$ cat src/rtl/ftag_pkg.sv
package ftag_pkg;

    typedef enum logic [1:0] {
        MESI_I = 2'b00,
        MESI_S = 2'b01,
        MESI_E = 2'b10,
        MESI_M = 2'b11
    } mesi_e;

    // Six-bit line word
    typedef struct packed {
        logic  t;     // transactional
        logic  a;     // alert
        mesi_e mesi;  // coherence code
        logic  ca;    // last outcome: 1 commit, 0 abort
        logic  mi;    // held a speculative write
    } tag_s;

    typedef enum logic [3:0] {
        CL_I   = 4'd0,
        CL_S   = 4'd1,
        CL_E   = 4'd2,
        CL_M   = 4'd3,
        CL_TI  = 4'd4,
        CL_TS  = 4'd5,
        CL_TE  = 4'd6,
        CL_TM  = 4'd7,
        CL_TMI = 4'd8
    } cls_e;

    typedef enum logic [1:0] {
        SQ_IDLE  = 2'd0,
        SQ_BCAST = 2'd1,
        SQ_FLASH = 2'd2
    } seq_e;

    function automatic logic is_stale(input tag_s w);
        return !w.t && (w.mesi == MESI_M) && !w.ca && w.mi;
    endfunction

    function automatic cls_e decode(input tag_s w);
        cls_e c;
        if (w.t) begin
            unique case (w.mesi)
                MESI_I:  c = CL_TI;
                MESI_S:  c = CL_TS;
                MESI_E:  c = CL_TE;
                default: c = w.mi ? CL_TMI : CL_TM;
            endcase
        end else if (is_stale(w)) begin
            c = CL_I;
        end else begin
            unique case (w.mesi)
                MESI_I:  c = CL_I;
                MESI_S:  c = CL_S;
                MESI_E:  c = CL_E;
                default: c = CL_M;
            endcase
        end
        return c;
    endfunction

    // Build a line word for a written class; the outcome bit is kept.
    function automatic tag_s encode(input logic [3:0] c, input logic al, input logic ca_keep);
        tag_s w;
        w.a  = al;
        w.ca = ca_keep;
        w.mi = 1'b0;
        unique case (c)
            4'd1:    begin w.t = 1'b0; w.mesi = MESI_S; end
            4'd2:    begin w.t = 1'b0; w.mesi = MESI_E; end
            4'd3:    begin w.t = 1'b0; w.mesi = MESI_M; end
            4'd4:    begin w.t = 1'b1; w.mesi = MESI_I; end
            4'd5:    begin w.t = 1'b1; w.mesi = MESI_S; end
            4'd6:    begin w.t = 1'b1; w.mesi = MESI_E; end
            4'd7:    begin w.t = 1'b1; w.mesi = MESI_M; end
            4'd8:    begin w.t = 1'b1; w.mesi = MESI_M; w.mi = 1'b1; end
            default: begin w.t = 1'b0; w.mesi = MESI_I; end
        endcase
        return w;
    endfunction

endpackage

$ cat src/rtl/ftag_seq.sv
module ftag_seq
    import ftag_pkg::*;
(
    input  logic clk,
    input  logic rst_n,
    input  logic end_req,
    input  logic end_outcome,
    output logic busy,
    output logic bcast_en,
    output logic flash_en,
    output logic outcome_q
);

    seq_e st_q;

    // State register
    always_ff @(posedge clk) begin
        if (!rst_n) begin
            st_q      <= SQ_IDLE;
            outcome_q <= 1'b0;
        end else begin
            unique case (st_q)
                SQ_IDLE: if (end_req) begin
                    st_q      <= SQ_BCAST;
                    outcome_q <= end_outcome;
                end
                SQ_BCAST: st_q <= SQ_FLASH;
                SQ_FLASH: st_q <= SQ_IDLE;
                default:  st_q <= SQ_IDLE;
            endcase
        end
    end

    // Outputs
    always_comb begin
        busy     = 1'b0;
        bcast_en = 1'b0;
        flash_en = 1'b0;
        unique case (st_q)
            SQ_IDLE:  ;
            SQ_BCAST: begin busy = 1'b1; bcast_en = 1'b1; end
            SQ_FLASH: begin busy = 1'b1; flash_en = 1'b1; end
            default:  ;
        endcase
    end


    seq_start_chk: assert property (@(posedge clk) disable iff (!rst_n)
        (st_q == SQ_IDLE && end_req) |=> bcast_en);

    seq_flash_chk: assert property (@(posedge clk) disable iff (!rst_n)
        bcast_en |=> (flash_en && !bcast_en));

    seq_return_chk: assert property (@(posedge clk) disable iff (!rst_n)
        flash_en |=> !busy);

endmodule

$ cat src/rtl/ftag_line.sv
module ftag_line
    import ftag_pkg::*;
(
    input  logic clk,
    input  logic rst_n,
    input  logic wr_en,
    input  tag_s wr_tag,
    input  logic fix_en,
    input  logic bcast_en,
    input  logic outcome,
    input  logic flash_en,
    input  logic alert_clr,
    output tag_s q
);

    always_ff @(posedge clk) begin
        if (!rst_n) begin
            q <= '0;
        end else begin
            if (wr_en) begin
                q <= wr_tag;
            end else if (fix_en) begin
                q.mesi <= MESI_I;
                q.mi   <= 1'b0;
            end
            if (bcast_en && q.t) q.ca <= outcome;
            if (flash_en) begin
                q.t <= 1'b0;
                q.a <= 1'b0;
            end
            if (alert_clr) q.a <= 1'b0;
        end
    end


    no_stray_outcome_chk: assert property (@(posedge clk) disable iff (!rst_n)
        (bcast_en && !q.t) |=> $stable(q.ca));

    flash_clear_chk: assert property (@(posedge clk) disable iff (!rst_n)
        flash_en |=> (!q.t && !q.a));

    fixup_chk: assert property (@(posedge clk) disable iff (!rst_n)
        fix_en |=> (q.mesi == MESI_I && !q.mi));

endmodule

$ cat src/rtl/ftag_array.sv
module ftag_array
    import ftag_pkg::*;
#(
    parameter int NLINES = 16,
    localparam int IDXW = (NLINES > 1) ? $clog2(NLINES) : 1
) (
    input  logic            clk,
    input  logic            rst_n,
    input  logic            acc_valid,
    input  logic            acc_write,
    input  logic [IDXW-1:0] acc_idx,
    input  logic [3:0]      acc_class,
    input  logic            acc_alert,
    input  logic            end_req,
    input  logic            end_outcome,
    input  logic            alert_clr,
    output logic            busy,
    output logic            rd_valid,
    output logic [3:0]      rd_class,
    output logic            rd_alert
);

    logic bcast_en, flash_en, outcome_q;
    tag_s line_q [NLINES];
    tag_s sel;
    tag_s wr_tag;
    logic acc_ok;

    ftag_seq u_seq (
        .clk        (clk),
        .rst_n      (rst_n),
        .end_req    (end_req),
        .end_outcome(end_outcome),
        .busy       (busy),
        .bcast_en   (bcast_en),
        .flash_en   (flash_en),
        .outcome_q  (outcome_q)
    );

    assign acc_ok = acc_valid && !busy;
    assign sel    = line_q[acc_idx];
    assign wr_tag = encode(acc_class, acc_alert, sel.ca);

    for (genvar i = 0; i < NLINES; i++) begin : g_line
        logic hit;
        assign hit = acc_ok && (acc_idx == IDXW'(i));
        ftag_line u_line (
            .clk      (clk),
            .rst_n    (rst_n),
            .wr_en    (hit && acc_write),
            .wr_tag   (wr_tag),
            .fix_en   (hit && !acc_write && is_stale(sel)),
            .bcast_en (bcast_en),
            .outcome  (outcome_q),
            .flash_en (flash_en),
            .alert_clr(alert_clr && !busy),
            .q        (line_q[i])
        );
    end

    always_ff @(posedge clk) begin
        if (!rst_n) begin
            rd_valid <= 1'b0;
            rd_class <= CL_I;
            rd_alert <= 1'b0;
        end else begin
            rd_valid <= acc_ok && !acc_write;
            if (acc_ok && !acc_write) begin
                rd_class <= decode(sel);
                rd_alert <= sel.a;
            end
        end
    end


    rd_origin_chk: assert property (@(posedge clk) disable iff (!rst_n)
        rd_valid |-> $past(acc_valid && !acc_write && !busy));

    busy_quiet_chk: assert property (@(posedge clk) disable iff (!rst_n)
        (busy && acc_valid) |=> !rd_valid);

endmodule

$ cat config.mk
export PLATFORM = sky130hd
export DESIGN_NAME = ftag_array
export DESIGN_NICKNAME = d
export VERILOG_FILES = /design/src/rtl/ftag_pkg.sv /design/src/rtl/ftag_seq.sv /design/src/rtl/ftag_line.sv /design/src/rtl/ftag_array.sv
export SDC_FILE = /design/constraint.sdc
export NUM_CORES = 1
export LEC_CHECK = 0
export ABC_AREA = 0
export BUFFER_PORTS_ARGS = -buffer_cell sky130_fd_sc_hd__buf_2
export CORE_MARGIN = 2
export CORE_UTILIZATION = 55
export CTS_CLUSTER_DIAMETER = 30
export DETAILED_ROUTE_END_ITERATION = 10
export PLACE_DENSITY = 0.71
export SLEW_MARGIN = 25
export SYNTH_ARGS = -nofsm -noshare
export SYNTH_HDL_FRONTEND = slang
export SYNTH_SLANG_ARGS = --single-unit
$ cat constraint.sdc
create_clock -name clk -period 3.2 [get_ports clk]
set_clock_uncertainty 0.2 [all_clocks]
set_input_delay 0.48 -clock clk [delete_from_list [all_inputs] [get_ports clk]]
set_output_delay 0.48 -clock clk [all_outputs]
set_load 0.005 [all_outputs]
# Yosys cells after proc, flatten, opt, wreduce, memory -nomap -nowiden
# Cells that the tools add are included.
[totals]
regBits = 105
inputBits = 16
output_inout_bits = 7
elab_cells = 362
[classes]
order_cmp = 1
eq_ne = 29
muxes = 112
n_bitwise = 2
n_reduce_logical = 133
[op_table]
columns = ["cell", "n"]
rows = [
  ["logical AND 1 bit", 86],
  ["two-way mux 1 bit", 69],
  ["two-way mux 2 bit", 34],
  ["nonzero test 2 bit", 32],
  ["== test 4 bit (second input constant)", 9],
  ["== test 4 x 3 -> 1 bit (second input constant)", 8],
  ["binary-select mux 6 bit (select 4 bit)", 1],
  ["== test 4 x 2 -> 1 bit (second input constant)", 4],
  ["two-way mux 6 bit", 2],
  ["one-hot mux 2 bit (3 select lines)", 2],
  ["one-hot mux 4 bit (3 select lines)", 1],
  ["== test 4 x 1 -> 1 bit (second input constant)", 2],
  ["two-way mux 4 bit", 2],
  ["OR reduction 2 bit", 4],
  ["== test 2 bit (second input constant)", 3],
  ["OR reduction 3 bit", 2],
  ["greater-or-equal comparator 5 bit (second input constant)", 1],
  ["inverter 4 -> 5 bit", 1],
  ["OR reduction 5 bit", 1],
  ["== test 2 x 1 -> 1 bit (second input constant)", 2],
  ["logical NOT 1 bit", 4],
  ["logical NOT 2 bit", 2],
  ["logical NOT 4 bit", 1],
  ["one-hot mux 2 bit (2 select lines)", 1],
  ["other kinds (3)", 3],
]

# Logic depth before layout (Yosys ltp)
[logic_depth]
depth_word = 11
ltp_mapped = 10
depth_no_buf = 8

# Cells and area by module
# A second synthesis with hierarchy kept.
[hier_totals]
cells_unflattened = 573
area_unflattened_um2 = 5591.6
[modules_own_cells]
columns = ["module", "n_inst", "cells_per_inst", "area_per_inst_um2"]
rows = [
  ["ftag_line", 16, 26, 252.7],
  ["ftag_array", 1, 137, 1360.1],
  ["ftag_seq", 1, 20, 187.7],
]

# Worst setup path after synthesis
# OpenSTA, ideal clock, no wires.
[synth_path]
path_type = "in2reg"
startpoint = "input acc_idx[1]"
endpoint = "register g_line[2].u_line.q[3] (netlist bit)"
setup_time_ps = 123
t_arrival_ps = 2136
t_required_ps = 2877
setup_slack_ps = 741
path_stages = 9
path_buffers = 3
cell_sequence = "buf_6 -> mux4_2 -> a22oi_1 -> and3_1 -> a21oi_1 -> buf_2 -> buf_2 -> o31ai_1 -> a21boi_1"
[synth_between]
elab_chain_cells = 10
word_cells_on_any_way = 17
[synth_lines]
columns = ["element", "line", "text"]
rows = [
  ["from (decl)", "ftag_array.sv:11", "input logic [IDXW-1:0] acc_idx,"],
  ["inverter 4 -> 5 bit (implied by the code)", "ftag_array.sv:41", "assign sel = line_q[acc_idx];"],
  ["binary-select mux 6 bit (select 4 bit)", "ftag_array.sv:41", ""],
  ["two-way mux 6 bit (implied by the code) (2 in a row)", "ftag_array.sv:41", ""],
  ["== test 2 bit or logical NOT 1 bit (tied branches)", "ftag_pkg.sv:38", "return !w.t && (w.mesi == MESI_M) && !w.ca && w.mi;"],
  ["logical AND 1 bit (3 in a row)", "ftag_pkg.sv:38", ""],
  ["logical AND 1 bit", "ftag_array.sv:52", ".fix_en (hit && !acc_write && is_stale(sel)),"],
  ["nonzero test 2 bit (no source line)", "n/a", ""],
  ["to (signal assigned)", "ftag_line.sv:21", "q <= wr_tag;"],
  ["to (decl)", "ftag_line.sv:13", "output tag_s q"],
]
# Several ways; a longest one is shown, not always the timed one. The select of a mux whose other input is x is not followed.
# A chain may end at the register's enable or synchronous reset.

# Worst setup path in the final report
[layout_path]
startpoint = "input acc_idx[1]"
endpoint = "register g_line[13].u_line.q[3] (netlist bit)"
[layout_between]
elab_chain_cells = 10
word_cells_on_any_way = 17
[layout_lines]
columns = ["element", "line"]
rows = [
  ["inverter 4 -> 5 bit (implied by the code)", "ftag_array.sv:41"],
  ["binary-select mux 6 bit (select 4 bit)", "ftag_array.sv:41"],
  ["two-way mux 6 bit (implied by the code) (2 in a row)", "ftag_array.sv:41"],
  ["== test 2 bit or logical NOT 1 bit (tied branches)", "ftag_pkg.sv:38"],
  ["logical AND 1 bit (3 in a row)", "ftag_pkg.sv:38"],
  ["logical AND 1 bit", "ftag_array.sv:52"],
  ["nonzero test 2 bit (no source line)", "n/a"],
  ["to (signal assigned)", "ftag_line.sv:21"],
  ["to (decl)", "ftag_line.sv:13"],
]
# Several ways; a longest one is shown, not always the timed one. The select of a mux whose other input is x is not followed.

==> results.sh <==
export IMPL_outcome="finished, final reports clean"
export IMPL_reg2reg_slack_ps=570
export IMPL_postLayoutCoreUtil_pct=60.12
export IMPL_viasPerCell=6.123
export IMPL_reg2reg_depth=7
export IMPL_dr_pass1_iters=4
export IMPL_pwr_density_cell_nw_per_um2=428.5
export IMPL_cts_buffers=9
export IMPL_grt_pass1_wl_um=22420
export IMPL_post_route_period_util_pct=84.15
export IMPL_overflow=0
export IMPL_ys_ff_latch=105
export IMPL_finalHoldViolCount=0
export IMPL_yosys_area_top_type="dfxtp_1"
export IMPL_grt_usage_pct=27.96
export IMPL_p_int_mw=1.783
export IMPL_clock_sinks=105
export IMPL_crit_top_cell="buf_8"
export IMPL_multi_input_area_sq_um=2998
export IMPL_synth_ff_type="dfxtp_1"
export IMPL_cts_resized_gates=0
export IMPL_setup_tns_ps=0
export IMPL_clk_path_buf_depth=2
export IMPL_dp_slack_ps=144.1
export IMPL_async_reset_ff_share_pct=0
export IMPL_grt_start_max_net_pins=74
export IMPL_grt_pass1_vias=4354
export IMPL_antenna_cells=0
export IMPL_hold_end="u_seq.outcome_q$_SDFFE_PN0P_"
export IMPL_die_area_sq_um=10560
export IMPL_max_stage_delay_ps=560
export IMPL_clockPowerShare_pct=34.2
export IMPL_p_comb_share_pct=12.1
export IMPL_antenna_found_initial=0
export IMPL_drv_slew=0
export IMPL_crit_family="buffers and inverters"
export IMPL_arrival_ps=2760
export IMPL_synthesis_nets=650
export IMPL_die_h_um=102.8
export IMPL_reg2reg_to="g_line[0].u_line.q[2]$_SDFFE_PN0P_"
export IMPL_dr_first_iter_drc_count=259
export IMPL_swShare_pct=28.20
export IMPL_setup_violations=0
export IMPL_ys_seq_area_share_pct=39.19
export IMPL_seq_power_share_pct=53.6
export IMPL_synth_commonest_cells="131 x nand2_1, 105 x dfxtp_1, 48 x o31ai_1"
export IMPL_post_cts_buffers=0
export IMPL_path_buf_inv=3
export IMPL_cp_slowest_cell="mux4_2"
export IMPL_postRouteAntennaNets=0
export IMPL_port_buffers=22
export IMPL_synth_top_area_share_pct=39.19
export IMPL_fin_cells=767
export IMPL_drive_gt1_share_pct=13.88
export IMPL_power_switching_mw=0.7002
export IMPL_peakVddDrop_uv=368.6
export IMPL_crit_type="in -> reg"
export IMPL_syn_inst=629
export IMPL_relSlewSlack_pct=46.86
export IMPL_hold_path_class="in -> reg"
export IMPL_synthDistinctLibCells=32
export IMPL_ys_warn_count=0
export IMPL_fmax_ghz=0.3713
export IMPL_syn_avg_cell_area_sq_um=8.528
export IMPL_synth_edf_count=0
export IMPL_totalWireLength_um=13850
export IMPL_rows=36
export IMPL_fp_coreArea_sq_um=9639
export IMPL_holdPathStages=3
export IMPL_regArea_sq_um=2102
export IMPL_dpl_hpwl_um=9601
export IMPL_rr_startpoint="u_seq.st_q[0]$_SDFFE_PN0P_"
export IMPL_nFillCells=868
export IMPL_vias=4696
export IMPL_power_leakage_nw=1.841
export IMPL_min_from="end_outcome"
export IMPL_initial_core_util_pct=55.65
export IMPL_synth_most_common_cell="nand2_1"
export IMPL_endpoint_kind="flop"
export IMPL_areaGrowthSynthToFinish_pct=8.048
export IMPL_ys_top_cells_by_area="dfxtp_1 39%, mux4_2 10%, nand2_1 9.2%, o31ai_1 6.7%, a21boi_0 6.0%"
export IMPL_tritoncts="built"
export IMPL_clk_latency_ps=390
export IMPL_htreeDepth=3
export IMPL_cts_root_buffer="clkbuf_8"
export IMPL_path_clk_slew_ps=100
export IMPL_cp_max_fo=18
export IMPL_dp_cells=752
export IMPL_period_needed_ps=2693
export IMPL_ios=23
export IMPL_path_cells="buf_2 > mux4_2 > a22oi_1 > and3_1 > a21oi_4 > buf_8 > buf_8 > o31ai_1 > a21boi_0"
export IMPL_cp_required_ps=3270
export IMPL_hold_buffers=0
export IMPL_die_x_um=102.8
export IMPL_startpoint_type="input pin"
export IMPL_nNetsFinal=651
export IMPL_place_gp_congestion=0.9294
export IMPL_tightestPinTransition_ps=797.1
export IMPL_synth_area_sq_um=5364
export IMPL_rsz0062_at_grt="false"
export IMPL_drc_errors=0
export IMPL_wire_per_inst_um=18.05
export IMPL_maxCapViolCount=0
export IMPL_setup_slack_ps=507.1
==> power by group through the flow <==
stage               clock [mW]  combinational [mW]  sequential, mW
floorplan                    0               0.214            1.35
global placement             0               0.288            1.36
detailed placement           0               0.295            1.36
CTS                      0.863               0.296            1.33
global route             0.912               0.329            1.33
finish                   0.850               0.301            1.33
==> how the worst max path moves through the flow <==
| stage | from | endpoint | slack [ps] | cells past startpoint |
|---|---|---|---|---|
| 2_1_floorplan | acc_idx[1] | g_line[2].u_line.q[3]$_SDFFE_PN0P_ | 740 | 9 |
| 4_1_cts | acc_idx[1] | g_line[13].u_line.q[3]$_SDFFE_PN0P_ | 550 | 9 |
| 3_5_place_dp | acc_idx[1] | g_line[3].u_line.q[0]$_SDFFE_PN0P_ | 140 | 8 |
| 3_3_place_gp | acc_idx[1] | g_line[7].u_line.q[0]$_SDFFE_PN0P_ | 70 | 7 |
| 5_1_grt | acc_idx[1] | g_line[13].u_line.q[3]$_SDFFE_PN0P_ | 320 | 9 |
| 6_report | acc_idx[1] | g_line[13].u_line.q[3]$_SDFFE_PN0P_ | 510 | 9 |
==> per-stage QoR <==
| step | power [mW] | instance area (sq um) | hold slack, ps |
|---|---|---|---|
| after CTS | 2.492 | 5793 | 126.8 |
| after global routing | 2.575 | 5796 | 153.3 |
| after floorplan | 1.568 | 5364 | 233.4 |
| after global placement | 1.650 | 5564 | 245.3 |
| after detailed placement | 1.658 | 5594 | 251.2 |
| final | 2.483 | 5796 | 137.8 |
==> metal layers <==
metal | global-route usage [%] | routed length (um) | vias up
met5 | 0 | 0 | -
met4 | 10.83 | 348 | 0
met3 | 5.492 | 830 | 28
met2 | 48.47 | 6935 | 143
met1 | 34.45 | 5733 | 2292
li1 | - | - | 2233
==> registers in the layout, summed over array words and instances (netlist names) <==
register / cells
g_line.u_line.q: 96
u_seq.st_q: 2
rd_class: 4
rd_alert: 1
u_seq.outcome_q: 1
rd_valid: 1
==> cell usage in the layout, fill, tap and decap left out, types with 2 or more instances in the layout <==
| cell | n |
|---|---|
| buf_8 | 2 |
| ha_1 | 4 |
| o31ai_1 | 48 |
| nor2b_1 | 9 |
| a21o_1 | 2 |
| nand2b_1 | 5 |
| nor2_1 | 47 |
| dfxtp_1 | 105 |
| buf_4 | 18 |
| inv_6 | 2 |
| clkbuf_8 | 9 |
| a21boi_1 | 24 |
| and2_1 | 5 |
| inv_1 | 4 |
| and3_1 | 2 |
| a21boi_0 | 43 |
| o211ai_1 | 2 |
| mux4_2 | 25 |
| buf_2 | 22 |
| nand2_1 | 131 |
| o21ai_0 | 18 |
| nor3_1 | 25 |
| nand3_1 | 35 |
| a21oi_1 | 21 |
| mux2i_1 | 7 |
| a22oi_1 | 4 |
| buf_12 | 2 |
==> cell type report <==
class	count	area share (%)
clock buffers	9	2.137
clock inverters	6	1.295
inverters	4	0.2591
multi-input cells	466	51.73
flip-flops and latches	105	36.27
well taps	133	2.871
repair buffers	44	5.440
==> logic make-up (layout without fill, tap and decap cells) <==
kind of cell / Yosys count / count (layout) / synth area share, %
simple gates: 265 / 265 / 21.32
fa+ha+maj: 5 / 5 / 1.166
mux: 32 / 32 / 11.80
compound gates: 164 / 164 / 21.34
buf+inv: 58 / 63 / 5.178
flops: 105 / 105 / 39.19
==> worst register-to-register path, delay by kind of cell (launching register included) <==
family	cells	cell delay, ps
flops	1	400
simple gates	4	1350
buf+inv	1	100
compound gates	1	160
fa+ha+maj	1	360
(Power assumes the default switching activity.)
